## src/rtl/flash_seq_pkg.sv

```systemverilog
package flash_seq_pkg;

  typedef enum logic [1:0] {
    OP_PROG = 2'd0,
    OP_SECT = 2'd1,
    OP_CHIP = 2'd2,
    OP_NONE = 2'd3
  } op_e;

  localparam logic [15:0] UNLK_A = 16'h5555;
  localparam logic [15:0] UNLK_B = 16'h2AAA;

  localparam logic [7:0] K_AA   = 8'hAA;
  localparam logic [7:0] K_55   = 8'h55;
  localparam logic [7:0] K_PROG = 8'hA0;
  localparam logic [7:0] K_ERS  = 8'h80;
  localparam logic [7:0] K_CHIP = 8'h10;
  localparam logic [7:0] K_SECT = 8'h30;

  typedef struct packed {
    logic        use_taddr;
    logic        use_tdata;
    logic [15:0] addr;
    logic [7:0]  data;
    logic        last;
  } cmd_t;

  function automatic cmd_t mk_cmd(logic [15:0] a, logic [7:0] d,
                                  logic ta, logic td, logic l);
    cmd_t c;
    c.use_taddr = ta;
    c.use_tdata = td;
    c.addr      = a;
    c.data      = d;
    c.last      = l;
    return c;
  endfunction

endpackage

```

## src/rtl/flash_cmd_table.sv

```systemverilog
module flash_cmd_table
  import flash_seq_pkg::*;
#(
  parameter int AW = 17
) (
  input  op_e           op,
  input  logic [2:0]    step,
  input  logic [AW-1:0] taddr,
  input  logic [7:0]    tdata,
  output logic [AW-1:0] addr,
  output logic [7:0]    data,
  output logic          last
);

  cmd_t c;

  always_comb begin
    if (op == OP_PROG) begin
      case (step)
        3'd0:    c = mk_cmd(UNLK_A, K_AA, 1'b0, 1'b0, 1'b0);
        3'd1:    c = mk_cmd(UNLK_B, K_55, 1'b0, 1'b0, 1'b0);
        3'd2:    c = mk_cmd(UNLK_A, K_PROG, 1'b0, 1'b0, 1'b0);
        default: c = mk_cmd(16'h0, 8'h00, 1'b1, 1'b1, 1'b1);
      endcase
    end else begin
      case (step)
        3'd0:    c = mk_cmd(UNLK_A, K_AA, 1'b0, 1'b0, 1'b0);
        3'd1:    c = mk_cmd(UNLK_B, K_55, 1'b0, 1'b0, 1'b0);
        3'd2:    c = mk_cmd(UNLK_A, K_ERS, 1'b0, 1'b0, 1'b0);
        3'd3:    c = mk_cmd(UNLK_A, K_AA, 1'b0, 1'b0, 1'b0);
        3'd4:    c = mk_cmd(UNLK_B, K_55, 1'b0, 1'b0, 1'b0);
        default: c = (op == OP_CHIP) ? mk_cmd(UNLK_A, K_CHIP, 1'b0, 1'b0, 1'b1)
                                     : mk_cmd(16'h0, K_SECT, 1'b1, 1'b0, 1'b1);
      endcase
    end
  end

  assign addr = c.use_taddr ? taddr : AW'(c.addr);
  assign data = c.use_tdata ? tdata : c.data;
  assign last = c.last;

endmodule

```

## src/rtl/flash_bus_phy.sv

```systemverilog
module flash_bus_phy #(
  parameter int AW         = 17,
  parameter int SETUP_CYC  = 1,
  parameter int WE_LOW_CYC = 3,
  parameter int HOLD_CYC   = 1,
  parameter int RD_CYC     = 2
) (
  input  logic          clk,
  input  logic          rst,
  input  logic          start,
  input  logic          is_read,
  input  logic [AW-1:0] addr,
  input  logic [7:0]    data,
  output logic          ready,
  output logic          cyc_done,
  output logic [7:0]    rd_data,
  output logic          fl_ce_n,
  output logic          fl_oe_n,
  output logic          fl_we_n,
  output logic [AW-1:0] fl_addr,
  output logic [7:0]    fl_dq_out,
  output logic          fl_dq_oe,
  input  logic [7:0]    fl_dq_in
);

  localparam int M1   = (SETUP_CYC > WE_LOW_CYC) ? SETUP_CYC : WE_LOW_CYC;
  localparam int M2   = (HOLD_CYC > RD_CYC) ? HOLD_CYC : RD_CYC;
  localparam int MAXC = (M1 > M2) ? M1 : M2;
  localparam int CW   = (MAXC < 2) ? 1 : $clog2(MAXC + 1);

  typedef enum logic [2:0] {P_IDLE, P_SETUP, P_LOW, P_HOLD, P_RD} phase_e;

  phase_e        ph;
  logic [CW-1:0] cnt;

  assign ready = (ph == P_IDLE);

  always_ff @(posedge clk) begin
    if (rst) begin
      ph        <= P_IDLE;
      cnt       <= '0;
      cyc_done  <= 1'b0;
      rd_data   <= 8'h00;
      fl_ce_n   <= 1'b1;
      fl_oe_n   <= 1'b1;
      fl_we_n   <= 1'b1;
      fl_addr   <= '0;
      fl_dq_out <= 8'h00;
      fl_dq_oe  <= 1'b0;
    end else begin
      cyc_done <= 1'b0;
      case (ph)
        P_IDLE: begin
          if (start) begin
            fl_addr <= addr;
            fl_ce_n <= 1'b0;
            if (is_read) begin
              fl_oe_n <= 1'b0;
              cnt     <= CW'(RD_CYC - 1);
              ph      <= P_RD;
            end else begin
              fl_dq_out <= data;
              fl_dq_oe  <= 1'b1;
              cnt       <= CW'(SETUP_CYC - 1);
              ph        <= P_SETUP;
            end
          end
        end
        P_SETUP: begin
          if (cnt == '0) begin
            fl_we_n <= 1'b0;
            cnt     <= CW'(WE_LOW_CYC - 1);
            ph      <= P_LOW;
          end else begin
            cnt <= cnt - 1'b1;
          end
        end
        P_LOW: begin
          if (cnt == '0) begin
            fl_we_n <= 1'b1;
            cnt     <= CW'(HOLD_CYC - 1);
            ph      <= P_HOLD;
          end else begin
            cnt <= cnt - 1'b1;
          end
        end
        P_HOLD: begin
          if (cnt == '0) begin
            fl_ce_n  <= 1'b1;
            fl_dq_oe <= 1'b0;
            cyc_done <= 1'b1;
            ph       <= P_IDLE;
          end else begin
            cnt <= cnt - 1'b1;
          end
        end
        P_RD: begin
          if (cnt == '0) begin
            rd_data  <= fl_dq_in;
            fl_oe_n  <= 1'b1;
            fl_ce_n  <= 1'b1;
            cyc_done <= 1'b1;
            ph       <= P_IDLE;
          end else begin
            cnt <= cnt - 1'b1;
          end
        end
        default: ph <= P_IDLE;
      endcase
    end
  end

endmodule

```

## src/rtl/flash_poll_eval.sv

```systemverilog
module flash_poll_eval #(
  parameter int TOGGLE_POLL = 0
) (
  input  logic b7,
  input  logic b6,
  input  logic exp7,
  input  logic prev6,
  input  logic have_prev,
  output logic complete
);

  logic data_ok;
  logic tog_ok;

  assign data_ok  = (b7 == exp7);
  assign tog_ok   = have_prev && (b6 == prev6);
  assign complete = (TOGGLE_POLL != 0) ? tog_ok : data_ok;

endmodule

```

## src/rtl/flash_cmd_seq.sv

```systemverilog
module flash_cmd_seq
  import flash_seq_pkg::*;
#(
  parameter int AW          = 17,
  parameter int SETUP_CYC   = 1,
  parameter int WE_LOW_CYC  = 3,
  parameter int HOLD_CYC    = 1,
  parameter int RD_CYC      = 2,
  parameter int TOGGLE_POLL = 0,
  parameter int MAX_POLLS   = 4096
) (
  input  logic          clk,
  input  logic          rst,
  input  logic          req_valid,
  input  logic [1:0]    req_op,
  input  logic [AW-1:0] req_addr,
  input  logic [7:0]    req_data,
  output logic          busy,
  output logic          done,
  output logic          timeout,
  output logic          fl_ce_n,
  output logic          fl_oe_n,
  output logic          fl_we_n,
  output logic [AW-1:0] fl_addr,
  output logic [7:0]    fl_dq_out,
  output logic          fl_dq_oe,
  input  logic [7:0]    fl_dq_in
);

  localparam int PW = $clog2(MAX_POLLS + 1);

  typedef enum logic [1:0] {S_IDLE, S_WR, S_POLL} st_e;

  st_e           st;
  op_e           op_q;
  logic [AW-1:0] taddr_q;
  logic [7:0]    tdata_q;
  logic          exp7_q;
  logic [2:0]    step_q;
  logic          pend_q;
  logic [PW-1:0] pcnt_q;
  logic          prev6_q;
  logic          have_prev_q;

  logic          phy_rdy;
  logic          cyc_done;
  logic [7:0]    rd_data;
  logic          start;
  logic          is_read;
  logic [AW-1:0] cmd_addr;
  logic [7:0]    cmd_data;
  logic          cmd_last;
  logic          complete;
  logic          unused_rd_bits;

  assign unused_rd_bits = ^rd_data[5:0];
  assign start   = (st != S_IDLE) && phy_rdy && !pend_q;
  assign is_read = (st == S_POLL);

  flash_cmd_table #(.AW(AW)) u_tab (
    .op    (op_q),
    .step  (step_q),
    .taddr (taddr_q),
    .tdata (tdata_q),
    .addr  (cmd_addr),
    .data  (cmd_data),
    .last  (cmd_last)
  );

  flash_bus_phy #(
    .AW(AW), .SETUP_CYC(SETUP_CYC), .WE_LOW_CYC(WE_LOW_CYC),
    .HOLD_CYC(HOLD_CYC), .RD_CYC(RD_CYC)
  ) u_phy (
    .clk       (clk),
    .rst       (rst),
    .start     (start),
    .is_read   (is_read),
    .addr      (is_read ? taddr_q : cmd_addr),
    .data      (cmd_data),
    .ready     (phy_rdy),
    .cyc_done  (cyc_done),
    .rd_data   (rd_data),
    .fl_ce_n   (fl_ce_n),
    .fl_oe_n   (fl_oe_n),
    .fl_we_n   (fl_we_n),
    .fl_addr   (fl_addr),
    .fl_dq_out (fl_dq_out),
    .fl_dq_oe  (fl_dq_oe),
    .fl_dq_in  (fl_dq_in)
  );

  flash_poll_eval #(.TOGGLE_POLL(TOGGLE_POLL)) u_eval (
    .b7        (rd_data[7]),
    .b6        (rd_data[6]),
    .exp7      (exp7_q),
    .prev6     (prev6_q),
    .have_prev (have_prev_q),
    .complete  (complete)
  );

  always_ff @(posedge clk) begin
    if (rst) begin
      st          <= S_IDLE;
      op_q        <= OP_PROG;
      taddr_q     <= '0;
      tdata_q     <= 8'h00;
      exp7_q      <= 1'b1;
      step_q      <= 3'd0;
      pend_q      <= 1'b0;
      pcnt_q      <= '0;
      prev6_q     <= 1'b0;
      have_prev_q <= 1'b0;
      busy        <= 1'b0;
      done        <= 1'b0;
      timeout     <= 1'b0;
    end else begin
      done    <= 1'b0;
      timeout <= 1'b0;
      if (start) pend_q <= 1'b1;
      case (st)
        S_IDLE: begin
          if (req_valid && (op_e'(req_op) != OP_NONE)) begin
            op_q    <= op_e'(req_op);
            taddr_q <= req_addr;
            tdata_q <= req_data;
            exp7_q  <= (op_e'(req_op) == OP_PROG) ? req_data[7] : 1'b1;
            step_q  <= 3'd0;
            busy    <= 1'b1;
            st      <= S_WR;
          end
        end
        S_WR: begin
          if (cyc_done) begin
            pend_q <= 1'b0;
            if (cmd_last) begin
              pcnt_q      <= '0;
              have_prev_q <= 1'b0;
              st          <= S_POLL;
            end else begin
              step_q <= step_q + 3'd1;
            end
          end
        end
        S_POLL: begin
          if (cyc_done) begin
            pend_q      <= 1'b0;
            pcnt_q      <= pcnt_q + 1'b1;
            prev6_q     <= rd_data[6];
            have_prev_q <= 1'b1;
            if (complete) begin
              done <= 1'b1;
              busy <= 1'b0;
              st   <= S_IDLE;
            end else if (pcnt_q == PW'(MAX_POLLS - 1)) begin
              timeout <= 1'b1;
              busy    <= 1'b0;
              st      <= S_IDLE;
            end
          end
        end
        default: st <= S_IDLE;
      endcase
    end
  end

endmodule

```

## config.mk

```make
export PLATFORM = sky130hd
export DESIGN_NAME = flash_cmd_seq
export DESIGN_NICKNAME = d
export VERILOG_FILES = /design/src/rtl/flash_seq_pkg.sv /design/src/rtl/flash_cmd_table.sv /design/src/rtl/flash_bus_phy.sv /design/src/rtl/flash_poll_eval.sv /design/src/rtl/flash_cmd_seq.sv
export SDC_FILE = /design/constraint.sdc
export NUM_CORES = 1
export LEC_CHECK = 0
export ABC_AREA = 1
export BUFFER_PORTS_ARGS = -buffer_cell sky130_fd_sc_hd__buf_4
export CORE_ASPECT_RATIO = 1.25
export CORE_MARGIN = 2
export CORE_UTILIZATION = 55
export DETAILED_ROUTE_END_ITERATION = 16
export PLACE_DENSITY = 0.76
export SETUP_SLACK_MARGIN = 0.02
export SLEW_MARGIN = 5
export SYNTH_ARGS = -nofsm -noshare
export SYNTH_HDL_FRONTEND = slang
export SYNTH_HIERARCHICAL = 1
export SYNTH_SLANG_ARGS = --single-unit
```

## constraint.sdc

```tcl
create_clock -name clk -period 1.9 [get_ports clk]
set_input_delay 0.38 -clock clk [delete_from_list [all_inputs] [get_ports clk]]
set_output_delay 0.38 -clock clk [all_outputs]
set_load 0.05 [all_outputs]
```

Word level (Yosys, flattened, before mapping)
Index checks and enable logic that the tools add are counted.

Bits in registers: 93. Word-level logic and storage cells: 153. Output and inout port bits: 32.

Muxes and demuxes: 57. Eq/ne operators: 29. Add/subtract/negate cells: 3. Bitwise gates (word level): 3. Reductions and logical operators: 40.

Operators with widths (number): 27-bit case mux with 3 select lines (2); 27-bit two-way mux (2); 13-bit two-way mux (3); 17-bit two-way mux (2); 13-bit case mux with 2 select lines (1); 3-bit two-way mux (8); 4-bit AND reduction (6); 2-bit two-way mux (10); 2-bit by 1-bit inequality test with 1-bit output, second input constant (10); 1-bit two-way mux (19); 2-bit nonzero test (8); 13-bit by 1-bit adder with 13-bit output, second input constant (1); 13-bit by 12-bit == test with 1-bit output, second input constant (1); 3-bit by 2-bit == test with 1-bit output, second input constant (4); 3-bit case mux with 4 select lines (1); 3-bit AND reduction (4); 2-bit inequality test, second input constant (5); 1-bit case mux with 2 select lines (5); 2-bit OR reduction (5); 2-bit logical NOT (4); 8-bit two-way mux (1); 2-bit case mux with 4 select lines (1); 3-bit by 1-bit == test with 1-bit output, second input constant (2); 3-bit == test, second input constant (2); 17 further kinds (25).

Depth between registers and ports, before layout
Gate-level depths: netlist of the first run.

Depth after elaboration: 7. Depth in mapped cells: 13.

Modules after synthesis
Netlist of the first run, hierarchy kept.

By module, submodules not included: flash_cmd_seq (cells each 343, area an instance 2438.6 um^2, instances 1); flash_bus_phy (cells each 231, area an instance 1786.7 um^2, instances 1); flash_cmd_table (cells each 82, area an instance 405.4 um^2, instances 1); flash_poll_eval (cells each 5, area an instance 18.8 um^2, instances 1).

Least setup slack after synthesis of the first run
No wires, ideal clock.

Kind: register to register. Start: register st[0]. End: register u_phy.fl_dq_out[0]. Arrival: 1.456 ns. Library setup time: 0.114 ns. Cell stages (with the launch flop): 12. Path buffers: 1. Setup slack: 0.329 ns. Data required time: 1.786 ns. Path through: dfxtp_1 -> inv_1 -> ha_1 -> inv_1 -> nand2_1 -> nor2_1 -> inv_1 -> nor2_4 -> buf_12 -> nand2_8 -> o21ai_1 -> nor2_1.

Longest elaborated chain between the ends: 4. Elaborated cells on any way between the ends: 6.

RTL lines: start: declaration (RTL line flash_cmd_seq.sv:34) `st_e st;`; start signal: assignment (RTL line flash_cmd_seq.sv:103) `st <= S_IDLE;`; start signal: assignment (RTL line flash_cmd_seq.sv:129) `st <= S_WR;`; start signal: assignment (RTL line flash_cmd_seq.sv:138) `st <= S_POLL;`; 2-bit nonzero test (RTL line flash_cmd_seq.sv:57) `assign start = (st != S_IDLE) && phy_rdy && !pend_q;`; 1-bit logical AND (2 in series) (RTL line flash_cmd_seq.sv:57); named net start (RTL line flash_cmd_seq.sv:48) `logic start;`; 3-bit AND reduction (no line); end signal: assignment (RTL line flash_bus_phy.sv:62) `fl_dq_out <= data;`; end: declaration (RTL line flash_bus_phy.sv:21) `output logic [7:0] fl_dq_out,`.

The timed path passes the listed nets, and every way through them passes these cells. A chain may end at the register's enable or synchronous reset.

Final worst setup path of the first run
Start: register st[1]. End: register u_phy.fl_dq_out[7].

The elaborated chain is that of the path after synthesis.

==> flow_summary.yaml, run 1 <==
setup_path:
  critPathCaptureType: "flop"
  crit_path_start_kind: "flop"
  worstPathRequired_ps: 2150
  crit_type: "reg2reg"
  worstPathMaxFanout: 10
  arrival_ps: 1990
clock_tree:
  clock_sinks: 86
  cts_root_buf: "clkbuf_8"
  htree_levels: 3
  clock_latency_ps: 350
  clkSlewWorstSetupHoldPaths_ps: 90
  clockBufferDepth: 2
  cts_buffers: 9
  cts_tree: "yes"
  cts_hold_buf: 0
layout:
  final_cell_area_sq_um: 5170
  area_delta_synth_final_pct: 18.9
  antenna_cells: 0
  fin_cells: 786
  drive_gt1_share_pct: 20.8
  finalNetCount: 733
  fin_util_pct: 66.8
sta:
  final-setup-viol-count: 0
  relSlewSlack_pct: 78.3
  tightest_slew_ps: 322
  skew_ps: 10.2
  fin_crit_ps: 1740
  rsz0062_at_grt: "no"
  fin_tns_setup_ps: 0
  fmax_ghz: 0.576
  timing.final.crit_share_pct: 91.4
  hold_viol_final: 0
  maxSlewViolCount: 0
power_and_ir_drop:
  p_per_area_nw_per_um2: 1580
  finalPower_mw: 8.16
  peakVddDrop_mv: 0.936
  p_leak_nw: 2.33
drt:
  wl_met1_mm: 4.24
  dr.first_iter.drc_count: 175
  viasPerCell: 5.14
  ant_nets: 0
  top_layer: "met4"
  drtPass1Iterations: 5
  drc_errors: 0
  dr_wl_met3_um: 543
  dr_total_vias: 4040
  wirelength_mm: 9.57
  wl_per_cell_um: 12.2
  dr_wl_met2_mm: 4.64
floorplan:
  io_pins: 70
  die_w_um: 83.6
  start_util_pct: 56.2
  rows: 36
  die_h_um: 103
  die_area_sq_um: 8650
  core_sq_um: 7750
placement:
  place_area_sq_um: 4860
  dpl.hpwl_mm: 6.93
  io_buffers: 62
  dp.cells: 768
  gp_congestion: 0.848
status:
  status: "finished clean"
logic_synthesis:
  syn_area_per_cell_sq_um: 6.95
  syn_area_sq_um: 4350
  syn_nets: 673
  synth_warnings: 6
  syn_inst: 626
global_route:
  grt_pass1_vias: 3744
  antenna_found_initial: 0
  grt_pass1_wl_mm: 16.0
  grt.total_usage_pct: 22.6
  grt_start_max_net_pins: 36
  overflow: 0
worst_hold_path:
  hold_class: "in2reg"
flow_run:
  max_cap_viol_count: 0
[metal layers]
metal  global-route usage (%)  up-vias
li1                         -     2108
met1                     27.8     1818
met2                     40.2       99
met3                     3.25       15
met4                     8.93        0
met5                        0        -
[final timing paths]
check	start	endpoint	slack (ps)	cells past startpoint
hold reg to reg	taddr_q[15]	taddr_q[15]	470	2
setup / recovery	st[1]	u_phy/fl_dq_out[7]	160	11
hold / removal	req_data[4]	tdata_q[4]	290	3
setup reg to reg	st[1]	u_phy/fl_dq_out[7]	160	11
[timing repair]
action                     in CTS  in global routing
setup endpoints to repair       0                 31
hold endpoints to repair        0                  0
resized for setup               0                  8
buffers inserted                0                  1
[placed cells by master (no fill, tap or decap), drive strengths merged]
cell      n
nor4      1
clkbuf   11
o21ai    71
o22ai     1
nor3      3
clkinv    2
ha        9
nand4     3
nand2   174
xor2      1
nor3b     1
nor2     88
o211ai    3
bufinv    3
buf      76
o21bai    2
inv      69
nand3b    2
nand3    29
a211oi    2
dfxtp    86
a21oi    54
[state kept, by name (all words and copies together), names as in the netlist]
name	cells
u_phy/fl_oe_n	1
done	1
exp7_q	1
busy	1
timeout	1
u_phy/fl_we_n	1
step_q	3
u_phy/rd_data	1
u_phy/cyc_done	1
u_phy/cnt	2
taddr_q	17
pend_q	1
u_phy/ph	3
st	2
u_phy/fl_dq_oe	1
u_phy/fl_addr	17
op_q	2
u_phy/fl_dq_out	8
tdata_q	8
pcnt_q	13
u_phy/fl_ce_n	1
[per-stage QoR]
step	hold slack, ps	setup WS, ps
floorplan	436	329
global placement	448	143
detailed placement	457	92.1
CTS	273	65.7
global route	269	4.13
finish	286	164
[cell type report]
cell class / count / area, sq um
Tap cell: 95 / 119
Inverter: 68 / 270
Multi-Input combinational cell: 444 / 2180
Fill cell: 693 / 2570
Timing Repair Buffer: 77 / 628
Sequential cell: 86 / 1720
Clock inverter: 6 / 116
Clock buffer: 10 / 138
[critical path, cell delays in order (launching register included)]
cell and delay, ps:
dfxtp_1 350, inv_1 100, ha_1 250, inv_2 90, nand2_1 50, nor2_1 120, inv_1 100, nor2_4 110
buf_12 140, nand2_8 90, o21ai_1 180, nor2_1 60
[report_power, final]
part	internal [mW]	total [mW]	switching, mW	leakage (nW)
sequential	2.26	2.53	0.271	0.704
combinational	1.30	4.04	2.74	1.50
clock	0.921	1.58	0.661	0.127
total	4.48	8.16	3.68	2.33
No activity file was read; power rests on OpenSTA's default activity.
==> run 2: changes to the inputs <==
--- a/config.mk
+++ b/config.mk
@@ -10,6 +10,7 @@
 export CORE_ASPECT_RATIO = 1.25
 export CORE_MARGIN = 2
 export CORE_UTILIZATION = 55
+export CTS_BUF_LIST = sky130_fd_sc_hd__clkbuf_16
 export DETAILED_ROUTE_END_ITERATION = 16
 export PLACE_DENSITY = 0.76
 export SETUP_SLACK_MARGIN = 0.02
==> run 2 against run 1 <==
Count of clock-buffer cells in the layout shrank 1. Critical path type unchanged. First-iteration DRC count grew 34%. Combinational power grew 2%. Clock skew shrank 4.6 ps. Worst setup slack lost 2.2 ps. Worst hold slack gained 18 ps. Flip-flop and latch count is the same. Total power grew 6.2%. Critical path depth is the same. Highest routed layer unchanged.
==> flow_summary.yaml, run 2 (same netlist as run 1, synthesis figures left out) <==
status:
  status: "finished clean"
global_route:
  grt_pass1_vias: 3750
  overflow: 0
  grt-busiest-layer: "met2"
  grt_start_max_net_pins: 36
  grt_use_met2_pct: 40.5
  grt_pass1_wl_mm: 16.1
  met3_usage_pct: 4.21
  grt_use_met1_pct: 28.0
  grt.total_usage_pct: 22.8
  antenna_found_initial: 0
drt:
  dr_total_vias: 4068
  ant_nets: 0
  dr.first_iter.drc_count: 235
  wirelength_mm: 9.85
  drc_errors: 0
  viasPerCell: 5.16
  drtPass1Iterations: 4
  wl_per_cell_um: 12.5
placement:
  dpl.hpwl_mm: 6.93
  pre_cts_slack_ps: 92.1
  gp_congestion: 0.848
  io_buffers: 62
worst_hold_path:
  holdPathStages: 3
  holdPathEnd: "tdata_q[0]"
  hold_class: "in2reg"
  hp-start: "req_data[0]"
setup_path:
  crit_family: "simple AND/OR/NAND/NOR gates"
  reg2reg_from: "u_phy/ph[2]"
  critPathCaptureType: "flop"
  r2r_end: "u_phy/fl_dq_out[7]"
  path_cells: "nor2_4 > nand2_4 > inv_1 > nand2_1 > nor2_1 > inv_1 > nor2_4 > buf_4 > nand2_8 > o21ai_1 > nor2_1"
  slowest_delay_ps: 390
  worstPathRequired_ps: 2130
  cp_num_buf_inv: 3
  arrival_ps: 1970
  crit_type: "reg2reg"
  critical_path.slowest_cell: "dfxtp_1"
  reg2reg_slack_ps: 160
  worstPathMaxFanout: 10
  reg2reg_depth: 11
  crit_path_start_kind: "flop"
power_and_ir_drop:
  p_clk_share_pct: 23.1
  pwr-share-seq_pct: 29.3
  p_per_area_nw_per_um2: 1640
  p_leak_nw: 2.38
  p_comb_share_pct: 47.6
  peakVddDrop_mv: 0.995
  p_int_mw: 4.90
  power.switching_mw: 3.77
  switching_share_pct: 43.5
  finalPower_mw: 8.66
sta:
  skew_ps: 5.69
  fin_tns_setup_ps: 0
  final-setup-viol-count: 0
  hold_viol_final: 0
  fin_crit_ps: 1740
  timing.final.crit_share_pct: 91.5
  maxSlewViolCount: 0
  relSlewSlack_pct: 74.5
  tightest_slew_ps: 378
  holdWs_ps: 303
  rsz0062_at_grt: "no"
  setup_ws_ps: 162
  fmax_ghz: 0.575
clock_tree:
  cts_hold_buf: 0
  clkSlewWorstSetupHoldPaths_ps: 60
  cts_root_buf: "clkbuf_16"
  clock_latency_ps: 330
  clockBufferDepth: 2
  cts_tree: "yes"
  cts_buffers: 9
  htree_levels: 3
  clock_sinks: 86
layout:
  reg.largest.list: "taddr_q: 17 flops, u_phy/fl_addr: 17 flops, pcnt_q: 13 flops"
  fin_util_pct: 68.2
  area_delta_synth_final_pct: 21.4
  layout_common_cells: "nand2_1 (152), dfxtp_1 (82), nor2_1 (81), buf_4 (75), inv_1 (60)"
  antenna_cells: 0
  drive_gt1_share_pct: 21.4
  mostFrequentLayoutCell: "nand2_1"
  finalNetCount: 735
floorplan:
  io_pins: 70
  rows: 36
  die_w_um: 83.6
  die_area_sq_um: 8650
  start_util_pct: 56.2
  core_sq_um: 7750
  die_h_um: 103
flow_run:
  max_cap_viol_count: 0
run 2: repair_timing:
action                                  in CTS  in global routing
resized for setup                            0                 11
endpoints found under the setup margin       0                 31
buffers inserted                             0                  3
run 2: how the worst max path moves through the flow:
stage                 from                 end  slack (ps)  depth (start not counted)
2_1_floorplan        st[0]  u_phy/fl_dq_out[0]         330                         11
3_3_place_gp         st[0]    u_phy/fl_addr[5]         140                         10
3_5_place_dp         st[0]   u_phy/fl_addr[11]          90                         10
4_1_cts              st[0]    u_phy/fl_addr[4]          60                         10
5_1_grt              st[1]           pcnt_q[4]          30                         11
6_report       u_phy/ph[2]  u_phy/fl_dq_out[7]         160                         11
run 2: per-layer routing:
layer / up-vias / routed length (um)
met5: - / 0
met4: 0 / 121
met3: 13 / 544
met2: 112 / 4870
met1: 1829 / 4310
li1: 2114 / -
run 2: power groups by stage:
stage	Sequential [mW]	Combinational, mW	Clock [mW]
after floorplan	3.46	2.10	0
after global placement	2.56	3.78	0
after detailed placement	2.57	3.87	0
after CTS	2.54	3.90	2.03
after global routing	2.60	4.51	2.11
final	2.54	4.12	2.00
run 2: area by class of cell:
type,instances,area (sq um)
fill,660,2460
multi-input combinational,444,2180
sequential,86,1730
timing repair buffer,79,643
inverter,68,270
clock buffer,9,225
clock inverter,7,120
tap,95,119
run 2: worst min-delay path, delay by kind of cell:
kind	cells	cell delay [ps]
buf+inv	1	80
simple gates	1	40
compound gates	1	100
run 2: stage by stage:
stage                     area (sq um)  cells
after global routing              5290    788
final                             5290    788
after global placement            4860    768
after detailed placement          4860    768
after floorplan                   4350    626
after CTS                         5210    784
